$ cat config.mk
export PLATFORM = sky130hd
export DESIGN_NAME = qspi_master
export DESIGN_NICKNAME = d
export VERILOG_FILES = /design/src/rtl/qspi_pkg.sv /design/src/rtl/qspi_regfile.sv /design/src/rtl/qspi_shifter.sv /design/src/rtl/qspi_master.sv
export SDC_FILE = /design/constraint.sdc
export NUM_CORES = 1
export LEC_CHECK = 0
export BUFFER_PORTS_ARGS = -buffer_cell sky130_fd_sc_hd__buf_2
export CORE_MARGIN = 2
export CORE_UTILIZATION = 40
export CTS_CLUSTER_DIAMETER = 100
export DETAILED_ROUTE_END_ITERATION = 8
export PLACE_DENSITY = 0.52
export SYNTH_ARGS = -nofsm -noshare
export SYNTH_HDL_FRONTEND = slang
export SYNTH_SLANG_ARGS = --single-unit
$ cat constraint.sdc
create_clock -name clk -period 5.1 [get_ports clk]
set_input_delay 0.765 -clock clk [delete_from_list [all_inputs] [get_ports clk]]
set_output_delay 0.765 -clock clk [all_outputs]
set_load 0.1 [all_outputs]
$ cat src/rtl/qspi_pkg.sv
package qspi_pkg;

    parameter int DIV_W = 8;

    typedef logic [DIV_W-1:0] div_t;

    typedef enum logic [1:0] {
        ENG_IDLE  = 2'd0,
        ENG_SHIFT = 2'd1,
        ENG_GAP   = 2'd2
    } eng_state_e;

    typedef struct packed {
        logic cpol;
        logic cpha;
    } spi_fmt_t;

    function automatic div_t clamp_div(input div_t d, input div_t floor_v);
        return (d < floor_v) ? floor_v : d;
    endfunction

    function automatic logic sck_level(input spi_fmt_t f, input logic odd_half);
        return f.cpol ^ (odd_half ^ f.cpha);
    endfunction

endpackage

$ cat src/rtl/qspi_regfile.sv
module qspi_regfile
    import qspi_pkg::*;
#(
    parameter int SLOTS   = 16,
    parameter int CS_W    = 8,
    parameter int MIN_DIV = 8,
    localparam int SLOT_W    = $clog2(SLOTS),
    localparam int RAM_WORDS = 2 * SLOTS,
    localparam int RAM_W     = SLOT_W + 1,
    localparam int ADDR_W    = $clog2(3 * RAM_WORDS + SLOTS)
) (
    input  logic              clk,
    input  logic              rst,
    input  logic              bus_we,
    input  logic              bus_re,
    input  logic [ADDR_W-1:0] bus_addr,
    input  logic [31:0]       bus_wdata,
    output logic [31:0]       bus_rdata,
    input  logic              busy,
    input  logic              done_pulse,
    output logic              start,
    output div_t              div_q,
    output spi_fmt_t          fmt_q,
    output logic [SLOT_W-1:0] first_q,
    output logic [SLOT_W-1:0] last_q,
    output logic              lock_q,
    output logic [CS_W-1:0]   csel_q,
    output logic              irq,
    input  logic [SLOT_W-1:0] ld_slot,
    output logic [7:0]        ld_byte,
    input  logic [SLOT_W-1:0] cur_slot,
    output logic              cur_cont,
    input  logic              rx_we,
    input  logic [SLOT_W-1:0] rx_slot,
    input  logic [7:0]        rx_byte
);
    localparam logic [ADDR_W-1:0] A_DIV   = ADDR_W'(0);
    localparam logic [ADDR_W-1:0] A_FMT   = ADDR_W'(1);
    localparam logic [ADDR_W-1:0] A_FIRST = ADDR_W'(2);
    localparam logic [ADDR_W-1:0] A_LAST  = ADDR_W'(3);
    localparam logic [ADDR_W-1:0] A_CTRL  = ADDR_W'(4);
    localparam logic [ADDR_W-1:0] A_STAT  = ADDR_W'(5);
    localparam logic [ADDR_W-1:0] A_LOCK  = ADDR_W'(6);
    localparam logic [ADDR_W-1:0] A_CSEL  = ADDR_W'(7);
    localparam logic [ADDR_W-1:0] A_TX    = ADDR_W'(RAM_WORDS);
    localparam logic [ADDR_W-1:0] A_RX    = ADDR_W'(2 * RAM_WORDS);
    localparam logic [ADDR_W-1:0] A_CMD   = ADDR_W'(3 * RAM_WORDS);
    localparam logic [ADDR_W-1:0] A_END   = ADDR_W'(3 * RAM_WORDS + SLOTS);

    logic [7:0] tx_mem  [RAM_WORDS];
    logic [7:0] rx_mem  [RAM_WORDS];
    logic [7:0] cmd_mem [SLOTS];
    logic       int_en_q, cont_cfg_q, stat_q;

    logic wr_ok, in_tx, in_rx, in_cmd;
    assign wr_ok  = bus_we && !busy;
    assign in_tx  = (bus_addr >= A_TX)  && (bus_addr < A_RX);
    assign in_rx  = (bus_addr >= A_RX)  && (bus_addr < A_CMD);
    assign in_cmd = (bus_addr >= A_CMD) && (bus_addr < A_END);

    assign start    = wr_ok && (bus_addr == A_CTRL) && bus_wdata[6] && lock_q;
    assign ld_byte  = tx_mem[{ld_slot, 1'b0}];
    assign cur_cont = cmd_mem[cur_slot][7];
    assign irq      = stat_q && int_en_q;

    always_ff @(posedge clk) begin
        if (rst) begin
            div_q      <= div_t'(MIN_DIV);
            fmt_q      <= '{cpol: 1'b1, cpha: 1'b1};
            first_q    <= '0;
            last_q     <= '0;
            int_en_q   <= 1'b0;
            cont_cfg_q <= 1'b0;
            stat_q     <= 1'b0;
            lock_q     <= 1'b0;
            csel_q     <= CS_W'(1);
            for (int i = 0; i < RAM_WORDS; i++) begin
                tx_mem[i] <= '0;
                rx_mem[i] <= '0;
            end
            for (int i = 0; i < SLOTS; i++) cmd_mem[i] <= '0;
        end else begin
            if (done_pulse) stat_q <= 1'b1;
            if (rx_we) rx_mem[{rx_slot, 1'b1}] <= rx_byte;
            if (wr_ok) begin
                case (bus_addr)
                    A_DIV:   div_q   <= bus_wdata[DIV_W-1:0];
                    A_FMT:   fmt_q   <= '{cpol: bus_wdata[1], cpha: bus_wdata[0]};
                    A_FIRST: first_q <= bus_wdata[SLOT_W-1:0];
                    A_LAST:  last_q  <= bus_wdata[SLOT_W-1:0];
                    A_CTRL: begin
                        int_en_q   <= bus_wdata[5];
                        cont_cfg_q <= bus_wdata[7];
                    end
                    A_STAT:  if (!bus_wdata[0]) stat_q <= 1'b0;
                    A_LOCK:  lock_q  <= bus_wdata[0];
                    A_CSEL:  csel_q  <= bus_wdata[CS_W-1:0];
                    default: begin
                        if (in_tx)  tx_mem[bus_addr[RAM_W-1:0]]   <= bus_wdata[7:0];
                        if (in_cmd) cmd_mem[bus_addr[SLOT_W-1:0]] <= bus_wdata[7:0];
                    end
                endcase
            end
        end
    end

    always_ff @(posedge clk) begin
        if (rst) begin
            bus_rdata <= '0;
        end else if (bus_re) begin
            bus_rdata <= '0;
            case (bus_addr)
                A_DIV:   bus_rdata[DIV_W-1:0]  <= div_q;
                A_FMT:   bus_rdata[5:0]        <= {4'd8, fmt_q.cpol, fmt_q.cpha};
                A_FIRST: bus_rdata[SLOT_W-1:0] <= first_q;
                A_LAST:  bus_rdata[SLOT_W-1:0] <= last_q;
                A_CTRL:  bus_rdata[7:5]        <= {cont_cfg_q, busy, int_en_q};
                A_STAT:  bus_rdata[0]          <= stat_q;
                A_LOCK:  bus_rdata[0]          <= lock_q;
                A_CSEL:  bus_rdata[CS_W-1:0]   <= csel_q;
                default: begin
                    if (in_tx)  bus_rdata[7:0] <= tx_mem[bus_addr[RAM_W-1:0]];
                    if (in_rx)  bus_rdata[7:0] <= rx_mem[bus_addr[RAM_W-1:0]];
                    if (in_cmd) bus_rdata[7:0] <= cmd_mem[bus_addr[SLOT_W-1:0]];
                end
            endcase
        end
    end


    start_runs_chk: assert property (@(posedge clk) disable iff (rst)
        start |=> busy);


    nolock_idle_chk: assert property (@(posedge clk) disable iff (rst)
        (bus_we && (bus_addr == A_CTRL) && bus_wdata[6] && !lock_q && !busy) |=> !busy);


    done_flag_chk: assert property (@(posedge clk) disable iff (rst)
        done_pulse |=> (stat_q && !busy));

endmodule

$ cat src/rtl/qspi_shifter.sv
module qspi_shifter
    import qspi_pkg::*;
#(
    parameter int SLOTS   = 16,
    parameter int MIN_DIV = 8,
    localparam int SLOT_W = $clog2(SLOTS)
) (
    input  logic              clk,
    input  logic              rst,
    input  logic              start,
    input  logic [SLOT_W-1:0] first_q,
    input  logic [SLOT_W-1:0] last_q,
    input  div_t              div_q,
    input  spi_fmt_t          fmt_q,
    input  logic              lock_q,
    output logic [SLOT_W-1:0] ld_slot,
    input  logic [7:0]        ld_byte,
    output logic [SLOT_W-1:0] cur_slot,
    input  logic              cur_cont,
    input  logic              miso,
    output logic              sck,
    output logic              mosi,
    output logic              cs_on,
    output logic              busy,
    output logic              rx_we,
    output logic [7:0]        rx_byte,
    output logic              done_pulse
);
    eng_state_e        state;
    logic [SLOT_W-1:0] slot;
    logic [3:0]        half;
    div_t              cnt;
    logic [7:0]        txsh, rxsh;
    logic              hold;

    div_t eff_div;
    logic last_tick, byte_end;

    assign eff_div    = clamp_div(div_q, div_t'(MIN_DIV));
    assign last_tick  = (cnt == eff_div - 1'b1);
    assign byte_end   = (state == ENG_SHIFT) && last_tick && (half == 4'd15);
    assign rx_we      = byte_end;
    assign rx_byte    = rxsh;
    assign done_pulse = byte_end && (slot == last_q);
    assign cur_slot   = slot;
    assign ld_slot    = (state == ENG_IDLE) ? first_q : slot + 1'b1;
    assign busy       = (state != ENG_IDLE);
    assign cs_on      = (state == ENG_SHIFT) || hold;
    assign sck        = (state == ENG_SHIFT) ? sck_level(fmt_q, half[0]) : fmt_q.cpol;
    assign mosi       = (state == ENG_SHIFT) ? txsh[7] : 1'b0;

    always_ff @(posedge clk) begin
        if (rst) begin
            state <= ENG_IDLE;
            slot  <= '0;
            half  <= '0;
            cnt   <= '0;
            txsh  <= '0;
            rxsh  <= '0;
            hold  <= 1'b0;
        end else begin
            unique case (state)
                ENG_IDLE: begin
                    if (!lock_q) hold <= 1'b0;
                    if (start) begin
                        state <= ENG_SHIFT;
                        slot  <= first_q;
                        half  <= '0;
                        cnt   <= '0;
                        txsh  <= ld_byte;
                        hold  <= 1'b0;
                    end
                end
                ENG_SHIFT: begin
                    if (!last_tick) begin
                        cnt <= cnt + 1'b1;
                    end else begin
                        cnt  <= '0;
                        half <= half + 1'b1;
                        if (!half[0])            rxsh <= {rxsh[6:0], miso};
                        else if (half != 4'd15)  txsh <= {txsh[6:0], 1'b0};
                        if (half == 4'd15) begin
                            if (slot == last_q) begin
                                state <= ENG_IDLE;
                                hold  <= cur_cont;
                            end else if (cur_cont) begin
                                slot <= slot + 1'b1;
                                txsh <= ld_byte;
                            end else begin
                                state <= ENG_GAP;
                            end
                        end
                    end
                end
                ENG_GAP: begin
                    if (!last_tick) begin
                        cnt <= cnt + 1'b1;
                    end else begin
                        cnt   <= '0;
                        half  <= '0;
                        slot  <= slot + 1'b1;
                        txsh  <= ld_byte;
                        state <= ENG_SHIFT;
                    end
                end
                default: state <= ENG_IDLE;
            endcase
        end
    end


    div_bound_chk: assert property (@(posedge clk) disable iff (rst)
        busy |-> (cnt < eff_div));


    sck_steady_chk: assert property (@(posedge clk) disable iff (rst)
        ((state == ENG_SHIFT) && !last_tick) |=> $stable(sck));


    gap_release_chk: assert property (@(posedge clk) disable iff (rst)
        (byte_end && !cur_cont && (slot != last_q)) |=> !cs_on);


    hold_keep_chk: assert property (@(posedge clk) disable iff (rst)
        (byte_end && cur_cont && (slot == last_q)) |=> cs_on);

endmodule

$ cat src/rtl/qspi_master.sv
module qspi_master
    import qspi_pkg::*;
#(
    parameter int SLOTS   = 16,
    parameter int CS_W    = 8,
    parameter int MIN_DIV = 8,
    localparam int SLOT_W    = $clog2(SLOTS),
    localparam int RAM_WORDS = 2 * SLOTS,
    localparam int ADDR_W    = $clog2(3 * RAM_WORDS + SLOTS)
) (
    input  logic              clk,
    input  logic              rst,
    input  logic              bus_we,
    input  logic              bus_re,
    input  logic [ADDR_W-1:0] bus_addr,
    input  logic [31:0]       bus_wdata,
    output logic [31:0]       bus_rdata,
    output logic              irq,
    output logic              sck,
    output logic              mosi,
    input  logic              miso,
    output logic [CS_W-1:0]   ss_n
);
    logic              start, busy, done_pulse, lock_q, cur_cont, rx_we, cs_on;
    div_t              div_q;
    spi_fmt_t          fmt_q;
    logic [SLOT_W-1:0] first_q, last_q, ld_slot, cur_slot;
    logic [7:0]        ld_byte, rx_byte;
    logic [CS_W-1:0]   csel_q;

    qspi_regfile #(.SLOTS(SLOTS), .CS_W(CS_W), .MIN_DIV(MIN_DIV)) u_regs (
        .clk(clk), .rst(rst),
        .bus_we(bus_we), .bus_re(bus_re), .bus_addr(bus_addr),
        .bus_wdata(bus_wdata), .bus_rdata(bus_rdata),
        .busy(busy), .done_pulse(done_pulse), .start(start),
        .div_q(div_q), .fmt_q(fmt_q), .first_q(first_q), .last_q(last_q),
        .lock_q(lock_q), .csel_q(csel_q), .irq(irq),
        .ld_slot(ld_slot), .ld_byte(ld_byte),
        .cur_slot(cur_slot), .cur_cont(cur_cont),
        .rx_we(rx_we), .rx_slot(cur_slot), .rx_byte(rx_byte)
    );

    qspi_shifter #(.SLOTS(SLOTS), .MIN_DIV(MIN_DIV)) u_shift (
        .clk(clk), .rst(rst), .start(start),
        .first_q(first_q), .last_q(last_q), .div_q(div_q), .fmt_q(fmt_q),
        .lock_q(lock_q), .ld_slot(ld_slot), .ld_byte(ld_byte),
        .cur_slot(cur_slot), .cur_cont(cur_cont), .miso(miso),
        .sck(sck), .mosi(mosi), .cs_on(cs_on), .busy(busy),
        .rx_we(rx_we), .rx_byte(rx_byte), .done_pulse(done_pulse)
    );

    assign ss_n = cs_on ? ~csel_q : '1;


    select_idle_chk: assert property (@(posedge clk) disable iff (rst)
        !cs_on |-> (ss_n == '1));

endmodule

==> flow_metrics.env, run 1 <==
export IMPL_run_status="finished clean"
export IMPL_synth_ff_type="edfxtp_1"
export IMPL_mappedNetlistArea_mm2=0.0291
export IMPL_cp_max_fo=11
export IMPL_die_w_um=274
export IMPL_worstSetupPathType="register to register"
export IMPL_synth_seq_cells=589
export IMPL_grt_use_total_pct=23.3
export IMPL_crit_required_ps=5340
export IMPL_rsz0062_at_grt="no"
export IMPL_p_per_area_mw_per_mm2=346
export IMPL_dp_hpwl_um=57600
export IMPL_fin_area_mm2=0.0324
export IMPL_dpl_cell_area_mm2=0.0303
export IMPL_ys_warn_count=0
export IMPL_ant_nets=0
export IMPL_grt_max_degree=71
export IMPL_place_congestion=0.866
export IMPL_syn_area_per_cell_um2=12.5
export IMPL_finalClockSkew_ps=30.5
export IMPL_core_area_mm2=0.0717
export IMPL_setup_viol=0
export IMPL_cts_tree="done"
export IMPL_drtIter0Drc=2027
export IMPL_cts_resized=0
export IMPL_io_pins=87
export IMPL_ys_seq_area_share_pct=58.1
export IMPL_vdd_ir_drop_max_uv=262
export IMPL_drc=0
export IMPL_postSynthCellCount=2333
export IMPL_fmax_mhz=247
export IMPL_antenna_found_initial=4
export IMPL_syn_to_final_growth_pct=11.3
export IMPL_end_kind="register"
export IMPL_hold_viol_final=0
export IMPL_die_y_um=274
export IMPL_cts_root_buf="clkbuf_16"
export IMPL_synth_edf_count=512
export IMPL_portBuffers=38
export IMPL_yosysTopAreaCellShare_pct=52.8
export IMPL_nNetsFinal=2395
export IMPL_timing_final_crit_share_pct=79.5
export IMPL_cts_setup_buffers=0
export IMPL_relSlewSlack_pct=17.9
export IMPL_slew_violations=0
export IMPL_numClockSinks=589
export IMPL_worstMarginPinSlew_ps=1230
export IMPL_gr_total_overflow=0
export IMPL_fin_util_pct=45.1
export IMPL_wirelength_um=86500
export IMPL_fin_setup_tns_ps=0
export IMPL_grt_pass1_wl_um=128000
export IMPL_start_util_pct=40.6
export IMPL_fin_crit_ps=4050
export IMPL_cellLeakagePower_nw=11.5
export IMPL_numCtsBuffers=68
export IMPL_synthDistinctLibCells=78
export IMPL_cts_buffer_depth=3
export IMPL_drive_gt1_share_pct=17.0
export IMPL_total_power_mw=11.2
export IMPL_cts_hold_buf=0
export IMPL_synth_most_common_cell="edfxtp_1"
export IMPL_vias=19100
export IMPL_hold_class="input port to register"
export IMPL_ys_async_sr_fraction_pct=0
export IMPL_synth_top_cell_by_area="edfxtp_1"
export IMPL_critPathArrivalTime_ps=4290
export IMPL_vias_per_cell=5.71
export IMPL_h_tree_depth=3
export IMPL_maxCapViolations=0
export IMPL_num_rows=98
export IMPL_clkLatencyLatePin_ps=600
export IMPL_synth_area_top_cells="edfxtp_1 53%, mux4_2 9.7%, and2_1 7.9%"
export IMPL_routedWlPerCell_um=25.9
export IMPL_grt_pass1_vias=19000
export IMPL_clkTransAtPathRegs_ps=60
export IMPL_synth_common_cells="512 x edfxtp_1, 367 x and2_1, 258 x nor2_1"
export IMPL_die_area_mm2=0.0749
export IMPL_firstDrtPassIters=6
export IMPL_crit_path_start_kind="register"
sequential cells by signal, summed over array words and instances (netlist names), 8 cells and up, named ones only:
signal and flops:
u_regs.csel_q 8, u_regs.rx_mem 128, u_regs.cmd_mem 128, u_shift.txsh 8
u_shift.rx_byte 8, u_regs.div_q 8, u_shift.cnt 8, u_regs.bus_rdata 8
u_regs.tx_mem 256
cells by family (layout without fill, tap and decap cells):
group | Yosys count | in the layout | synth area share (%)
xor gates and xnor gates | 17 | 17 | 0.512
adders and majority gates | 8 | 8 | 0.344
buffers and inverters | 195 | 232 | 3.09
DFF | 589 | 589 | 58.1
AOI/OAI and AO/OA | 241 | 241 | 5.77
muxes | 230 | 230 | 13.3
other | 1 | 25 | 0.0129
and+or+nand+nor | 1052 | 1052 | 18.8
cells in the final DEF, fill, tap and decap left out, drive strengths merged, types with 6 or more instances in the layout:
| master | n |
|---|---|
| nand2 | 192 |
| a21o | 11 |
| nor2 | 259 |
| nor2b | 26 |
| nand2b | 14 |
| xnor2 | 10 |
| and3 | 37 |
| dfxtp | 77 |
| ha | 8 |
| nor3 | 25 |
| buf | 104 |
| a22oi | 6 |
| conb | 24 |
| a21oi | 38 |
| nor4 | 9 |
| a211o | 8 |
| a211oi | 21 |
| and2 | 368 |
| a311oi | 16 |
| mux2 | 9 |
| a2bb2oi | 6 |
| clkbuf | 85 |
| xor2 | 7 |
| nand3 | 35 |
| clkinv | 26 |
| a31oi | 15 |
| a31o | 9 |
| inv | 9 |
| o21ai | 44 |
| or2 | 49 |
| nand3b | 9 |
| o22ai | 19 |
| edfxtp | 512 |
| mux4 | 125 |
| mux2i | 96 |
| nand4 | 7 |
layer usage:
layer	vias up	global-route usage (%)	share of wire [%]	wire length [um]
met4	4	8.00	2.9	2470
met3	132	3.98	7.6	6580
met1	9619	34.2	45	38600
met2	823	34.9	45	38900
li1	8517	-	-	-
met5	-	0	0.031	27
path summary, 6_finish.rpt:
path | from | end | slack, ps | cells past startpoint
min | miso | u_shift.rx_byte[0] | 420 | 3
max | u_regs.div_q[7] | u_regs.rx_mem[17][7] | 1050 | 11
max reg2reg | u_regs.div_q[7] | u_regs.rx_mem[17][7] | 1050 | 11
min reg2reg | u_shift.hold | u_shift.hold | 470 | 2
power breakdown:
part / internal [mW] / switching, mW
combinational: 0.318 / 0.718
clock: 2.75 / 1.95
sequential: 5.39 / 0.0745
total: 8.45 / 2.74
critical path, stage by stage (launching register included):
cell	delay [ps]
dfxtp_1	370
or4_4	620
o21ai_0	190
ha_1	250
xnor2_1	240
xor2_1	120
nor4_1	390
and3_1	220
buf_4	180
and4_1	430
nor2b_1	320
a21o_1	380
final cells by class:
type / instances / area [um2]
antenna: 1 / 2.50
inverter: 8 / 30.0
clock inverter: 35 / 274
timing repair buffer: 104 / 726
clock buffer: 85 / 1840
multi-input combinational: 1572 / 11400
sequential: 589 / 16900
tap: 950 / 1190
fill: 6500 / 39300
per-stage QoR:
stage               std cells  hold slack (ps)  setup slack (ps)
floorplan                2356              441              1630
global placement         3223              453               865
detailed placement       3223              462               875
CTS                      3343              396              1080
global route             3344              455               759
finish                   3344              421              1050
Power figures use the tool's default switching activity.
==> run 2: changes to the inputs <==
--- a/config.mk
+++ b/config.mk
@@ -5,12 +5,13 @@
 export SDC_FILE = /design/constraint.sdc
 export NUM_CORES = 1
 export LEC_CHECK = 0
+export ABC_AREA = 1
 export BUFFER_PORTS_ARGS = -buffer_cell sky130_fd_sc_hd__buf_2
 export CORE_MARGIN = 2
 export CORE_UTILIZATION = 40
 export CTS_CLUSTER_DIAMETER = 100
 export DETAILED_ROUTE_END_ITERATION = 8
-export PLACE_DENSITY = 0.52
+export PLACE_DENSITY = 0.54
 export SYNTH_ARGS = -nofsm -noshare
 export SYNTH_HDL_FRONTEND = slang
 export SYNTH_SLANG_ARGS = --single-unit
==> constraint.sdc (replaced) <==
create_clock -name clk -period 3.5 [get_ports clk]
set_input_delay 0.525 -clock clk [delete_from_list [all_inputs] [get_ports clk]]
set_output_delay 0.525 -clock clk [all_outputs]
set_load 0.1 [all_outputs]
==> flow_metrics.env, run 2 <==
export IMPL_run_status="finished clean"
export IMPL_total_power_mw=17.6
export IMPL_maxCapViolations=0
export IMPL_crit_path_start_kind="register"
export IMPL_grt_pass1_vias=21200
export IMPL_syn_area_per_cell_um2=9.77
export IMPL_clkTransAtPathRegs_ps=60
export IMPL_yosysTopAreaCellShare_pct=55.1
export IMPL_p_per_area_mw_per_mm2=561
export IMPL_path_common_cell="nand2_1"
export IMPL_cts_tree="done"
export IMPL_cts_resized=0
export IMPL_drc=0
export IMPL_dr_wl_met3_um=6650
export IMPL_numCtsBuffers=66
export IMPL_slew_violations=0
export IMPL_ys_seq_area_share_pct=60.6
export IMPL_cts_setup_buffers=0
export IMPL_drtIter0Drc=2163
export IMPL_relSlewSlack_pct=38.2
export IMPL_syn_to_final_growth_pct=12.7
export IMPL_start_util_pct=40.6
export IMPL_highest_signal_layer="met4"
export IMPL_cts_root_buf="clkbuf_16"
export IMPL_mappedNetlistArea_mm2=0.0279
export IMPL_final_cell_mix="585 x nor2_1, 524 x nand2_1, 512 x edfxtp_1"
export IMPL_fin_crit_ps=3220
export IMPL_cts_buffer_depth=3
export IMPL_rsz0062_at_grt="no"
export IMPL_grt_use_total_pct=25.1
export IMPL_synth_top_cell_by_area="edfxtp_1"
export IMPL_die_area_mm2=0.0719
export IMPL_place_congestion=0.893
export IMPL_crit_chain="inv_1, ha_1, inv_1, nand2_1, nand2_1, inv_1, o211ai_1, nand3_1, nand2_1, nand2_1, nand2_1, nand3_1, a21oi_1"
export IMPL_antenna_found_initial=0
export IMPL_vias_per_cell=5.66
export IMPL_clkLatencyLatePin_ps=620
export IMPL_ys_async_sr_fraction_pct=0
export IMPL_slowest_delay_ps=580
export IMPL_diodes=0
export IMPL_cellLeakagePower_nw=11.8
export IMPL_grt_max_degree=94
export IMPL_ant_nets=0
export IMPL_vias=21900
export IMPL_core_area_mm2=0.0688
export IMPL_wirelength_um=90100
export IMPL_cp_slowest_cell="ha_1"
export IMPL_grt_pass1_wl_um=134000
export IMPL_fin_setup_tns_ps=0
export IMPL_end_kind="register"
export IMPL_die_w_um=268
export IMPL_synth_area_top_cells="edfxtp_1 55%, nor2_1 7.9%, nand2_1 7.0%"
export IMPL_largest_reg_flops=256
export IMPL_gr_total_overflow=0
export IMPL_synth_most_common_cell="nor2_1"
export IMPL_synth_edf_count=512
export IMPL_regMostFlops="u_regs.tx_mem"
export IMPL_drive_gt1_share_pct=11.7
export IMPL_synth_ff_type="edfxtp_1"
export IMPL_timing_final_crit_share_pct=92.0
export IMPL_nNetsFinal=2935
export IMPL_critPathArrivalTime_ps=3710
export IMPL_hold_viol_final=0
export IMPL_worstMarginPinSlew_ps=927
export IMPL_finalClockSkew_ps=19.6
export IMPL_route_met2_wl_um=42600
export IMPL_synth_common_cells="587 x nor2_1, 524 x nand2_1, 512 x edfxtp_1"
export IMPL_die_y_um=268
export IMPL_io_pins=87
export IMPL_worstSetupPathType="register to register"
export IMPL_met1Wirelength_um=37600
export IMPL_final_common_cell="nor2_1"
export IMPL_synthDistinctLibCells=50
export IMPL_cts_hold_buf=0
export IMPL_num_rows=96
export IMPL_hold_class="input port to register"
export IMPL_vdd_ir_drop_max_uv=383
export IMPL_numClockSinks=589
export IMPL_reg_top3="u_regs.tx_mem (256), u_regs.cmd_mem (128), u_regs.rx_mem (128)"
export IMPL_portBuffers=38
export IMPL_cp_max_fo=16
export IMPL_routedWlPerCell_um=23.3
export IMPL_postSynthCellCount=2857
export IMPL_dp_hpwl_um=59900
export IMPL_h_tree_depth=3
export IMPL_firstDrtPassIters=5
export IMPL_crit_required_ps=3980
export IMPL_fmax_mhz=311
export IMPL_synth_seq_cells=589
export IMPL_ys_warn_count=0
export IMPL_setup_viol=0
-- run 2: cell type report --
type,instances,area (um2)
Clock buffer,84,1800
Clock inverter,37,367
Fill cell,6516,37400
Inverter,143,542
Multi-Input combinational cell,1956,9710
Sequential cell,589,16900
Tap cell,931,1160
Timing Repair Buffer,127,958
-- run 2: per-stage QoR --
step	util, %	instance area [um2]	instances	setup WS [ps]	hold WS, ps
floorplan	-	28000	2880	666	434
global placement	42.6	29300	3746	387	451
detailed placement	42.6	29300	3746	367	457
CTS	45.7	31500	3867	353	157
global route	45.7	31500	3867	101	185
finish	45.7	31500	3867	280	180
-- run 2: kinds of logic (layout without fill, tap and decap cells) --
kind of cell / after synthesis / in the layout / synth area share (%)
fa+ha+maj: 8 / 8 / 0.359
simple gates: 1361 / 1361 / 20.8
flops: 589 / 589 / 60.6
compound gates: 546 / 546 / 12.7
buf+inv: 335 / 391 / 5.02
other cells: 1 / 24 / 0.0134
xor+xnor: 17 / 17 / 0.533
-- run 2: report_power, final --
part	internal (mW)	total, mW	switching, mW
logic	0.605	2.56	1.96
clock network	4.00	6.97	2.97
registers	7.92	8.10	0.182
-- run 2: layer usage --
metal,vias to the layer above,global-route usage [%]
met4,0,9.15
met1,10800,34.1
li1,9973,-
met5,-,0
met2,964,40.5
met3,175,3.91
-- run 2: worst paths after layout --
kind                    start            endpoint  slack (ps)  cells after the start
min                      miso  u_shift.rx_byte[0]         180                      3
max          u_shift.state[0]     u_shift.txsh[5]         280                     13
max reg2reg  u_shift.state[0]     u_shift.txsh[5]         280                     13
min reg2reg      u_shift.hold        u_shift.hold         460                      2
-- run 2: worst max-delay path: cells and delay by family (launching register included) --
family                     cells  cell delay (ps)
buffers and inverters          3              920
DFF                            1              330
adders and majority gates      1              580
and+or+nand+nor                7              850
AOI/OAI and AO/OA              2              390
==> run 3: changes to the inputs <==
--- a/config.mk
+++ b/config.mk
@@ -8,10 +8,10 @@
 export ABC_AREA = 1
 export BUFFER_PORTS_ARGS = -buffer_cell sky130_fd_sc_hd__buf_2
 export CORE_MARGIN = 2
-export CORE_UTILIZATION = 40
+export CORE_UTILIZATION = 56
 export CTS_CLUSTER_DIAMETER = 100
 export DETAILED_ROUTE_END_ITERATION = 8
-export PLACE_DENSITY = 0.54
+export PLACE_DENSITY = 0.73
 export SYNTH_ARGS = -nofsm -noshare
 export SYNTH_HDL_FRONTEND = slang
 export SYNTH_SLANG_ARGS = --single-unit
==> flow_metrics.env, run 3 (synthesis gave the netlist of run 2 again) <==
export IMPL_worstMarginPinSlew_ps=997
export IMPL_slew_violations=0
export IMPL_hold_class="input port to register"
export IMPL_grt_pass1_wl_um=125000
export IMPL_setup_viol=0
export IMPL_power_frac_clock_pct=38.2
export IMPL_cts_setup_buffers=0
export IMPL_drc=0
export IMPL_r2r_cells=8
export IMPL_routedWlPerCell_um=23.5
export IMPL_p_per_area_mw_per_mm2=559
export IMPL_cp_max_fo=9
export IMPL_die_y_um=227
export IMPL_fin_cells=3573
export IMPL_grt_use_total_pct=32.7
export IMPL_gr_total_overflow=0
export IMPL_run_status="finished clean"
export IMPL_vias_per_cell=6.27
export IMPL_reg2reg_from="u_shift.state[0]"
export IMPL_cellLeakagePower_nw=11.6
export IMPL_dp_hpwl_um=55800
export IMPL_vdd_ir_drop_max_uv=461
export IMPL_portBuffers=38
export IMPL_io_pins=87
export IMPL_cts_buffer_depth=3
export IMPL_place_congestion=1.01
export IMPL_switchingPower_mw=4.87
export IMPL_placed_cells=3461
export IMPL_cts_hold_buf=0
export IMPL_num_rows=81
export IMPL_fin_crit_ps=3420
export IMPL_die_w_um=227
export IMPL_wirelength_um=84000
export IMPL_die_area_mm2=0.0517
export IMPL_nNetsFinal=2910
export IMPL_fill_cells=4024
export IMPL_drtIter0Drc=3140
export IMPL_crit_required_ps=3790
export IMPL_cts_root_buf="clkbuf_16"
export IMPL_ant_nets=0
export IMPL_hp_start="miso"
export IMPL_fin_util_pct=62.9
export IMPL_critPathArrivalTime_ps=3710
export IMPL_reg_top3="u_regs.tx_mem (256), u_regs.cmd_mem (128), u_regs.rx_mem (128)"
export IMPL_fmax_mhz=293
export IMPL_clkLatencyLatePin_ps=640
export IMPL_whs_ps=179
export IMPL_regMostFlops="u_regs.tx_mem"
export IMPL_final_cell_mix="585 x nor2_1, 524 x nand2_1, 512 x edfxtp_1"
export IMPL_fin_setup_tns_ps=0
export IMPL_rr_endpoint="u_regs.tx_mem[0][7]"
export IMPL_timing_final_crit_share_pct=97.7
export IMPL_core_area_mm2=0.0491
export IMPL_numCtsBuffers=59
export IMPL_grt_pass1_vias=21200
export IMPL_final_common_cell="nor2_1"
export IMPL_grt_max_degree=86
export IMPL_crit_path_start_kind="register"
export IMPL_worstSetupPathType="register to register"
export IMPL_firstDrtPassIters=7
export IMPL_min_path_cells=3
export IMPL_relSlewSlack_pct=33.3
export IMPL_seq_power_share_pct=47.0
export IMPL_rsz0062_at_grt="no"
export IMPL_finalClockSkew_ps=13.4
export IMPL_intPower_mw=12.4
export IMPL_start_util_pct=56.9
export IMPL_reg2reg_slack_ps=80
export IMPL_maxCapViolations=0
export IMPL_syn_to_final_growth_pct=10.5
export IMPL_vias=22400
export IMPL_numClockSinks=589
export IMPL_hold_end="u_shift.rx_byte[0]"
export IMPL_cts_resized=0
export IMPL_cts_tree="done"
export IMPL_drive_gt1_share_pct=10.7
export IMPL_h_tree_depth=2
export IMPL_end_kind="register"
export IMPL_swShare_pct=28.2
export IMPL_antenna_found_initial=1
export IMPL_clkTransAtPathRegs_ps=60
export IMPL_comb_power_share_pct=14.7
export IMPL_hold_viol_final=0
export IMPL_largest_reg_flops=256
run 3: metrics by stage:
| step | area [um2] | worst slack, ps | total power [mW] |
|---|---|---|---|
| 3_3_place_gp | 28800 | 324 | 10.7 |
| 5_1_grt | 30800 | 47.8 | 17.7 |
| 6_report | 30800 | 82.1 | 17.2 |
| 3_5_place_dp | 28800 | 276 | 10.7 |
| 4_1_cts | 30800 | 265 | 17.2 |
| 2_1_floorplan | 28000 | 666 | 9.87 |
run 3: cell type report:
type / count / area (um2) / area share [%]
clock buffers: 73 / 1570 / 5.08
diodes: 1 / 2.50 / 0.00811
multi-input cells: 1956 / 9710 / 31.5
inverters: 143 / 539 / 1.75
well taps: 664 / 831 / 2.69
flip-flops and latches: 589 / 16900 / 54.8
clock inverters: 38 / 427 / 1.38
repair buffers: 109 / 848 / 2.75
run 3: worst max-delay path, cell delays in order (launching register included):
cell	delay, ps
dfxtp_1	330
inv_1	120
ha_1	380
nand2_1	130
nor2_1	300
nand2_1	170
nor2_1	640
nand2_1	500
nand2_1	490
run 3: power groups by stage:
stage	Sequential [mW]	Clock [mW]	Combinational, mW
3_3_place_gp	8.23	0	2.43
4_1_cts	8.10	6.59	2.47
5_1_grt	8.13	6.89	2.70
2_1_floorplan	8.22	0	1.66
3_5_place_dp	8.25	0	2.46
6_report	8.11	6.59	2.54
run 3: layer usage:
metal | wire length, um | share of wire (%) | vias to the layer above | GRT usage, %
met5 | 16 | 0.019 | - | 0
met4 | 3780 | 4.5 | 2 | 13.9
met3 | 9370 | 11 | 238 | 7.14
met2 | 39500 | 47 | 1460 | 52.7
met1 | 31400 | 37 | 10800 | 43.1
li1 | - | - | 9921 | -
run 3: worst max path at each step:
stage / depth (start not counted) / from / endpoint
2_1_floorplan: 6 / u_shift.state[1] / sck
3_3_place_gp: 14 / u_regs.div_q[4] / u_regs.rx_mem[17][1]
3_5_place_dp: 14 / u_regs.div_q[4] / u_regs.rx_mem[17][4]
4_1_cts: 13 / u_regs.div_q[4] / u_regs.rx_mem[27][2]
5_1_grt: 8 / u_shift.state[0] / u_regs.tx_mem[0][7]
6_report: 8 / u_shift.state[0] / u_regs.tx_mem[0][7]
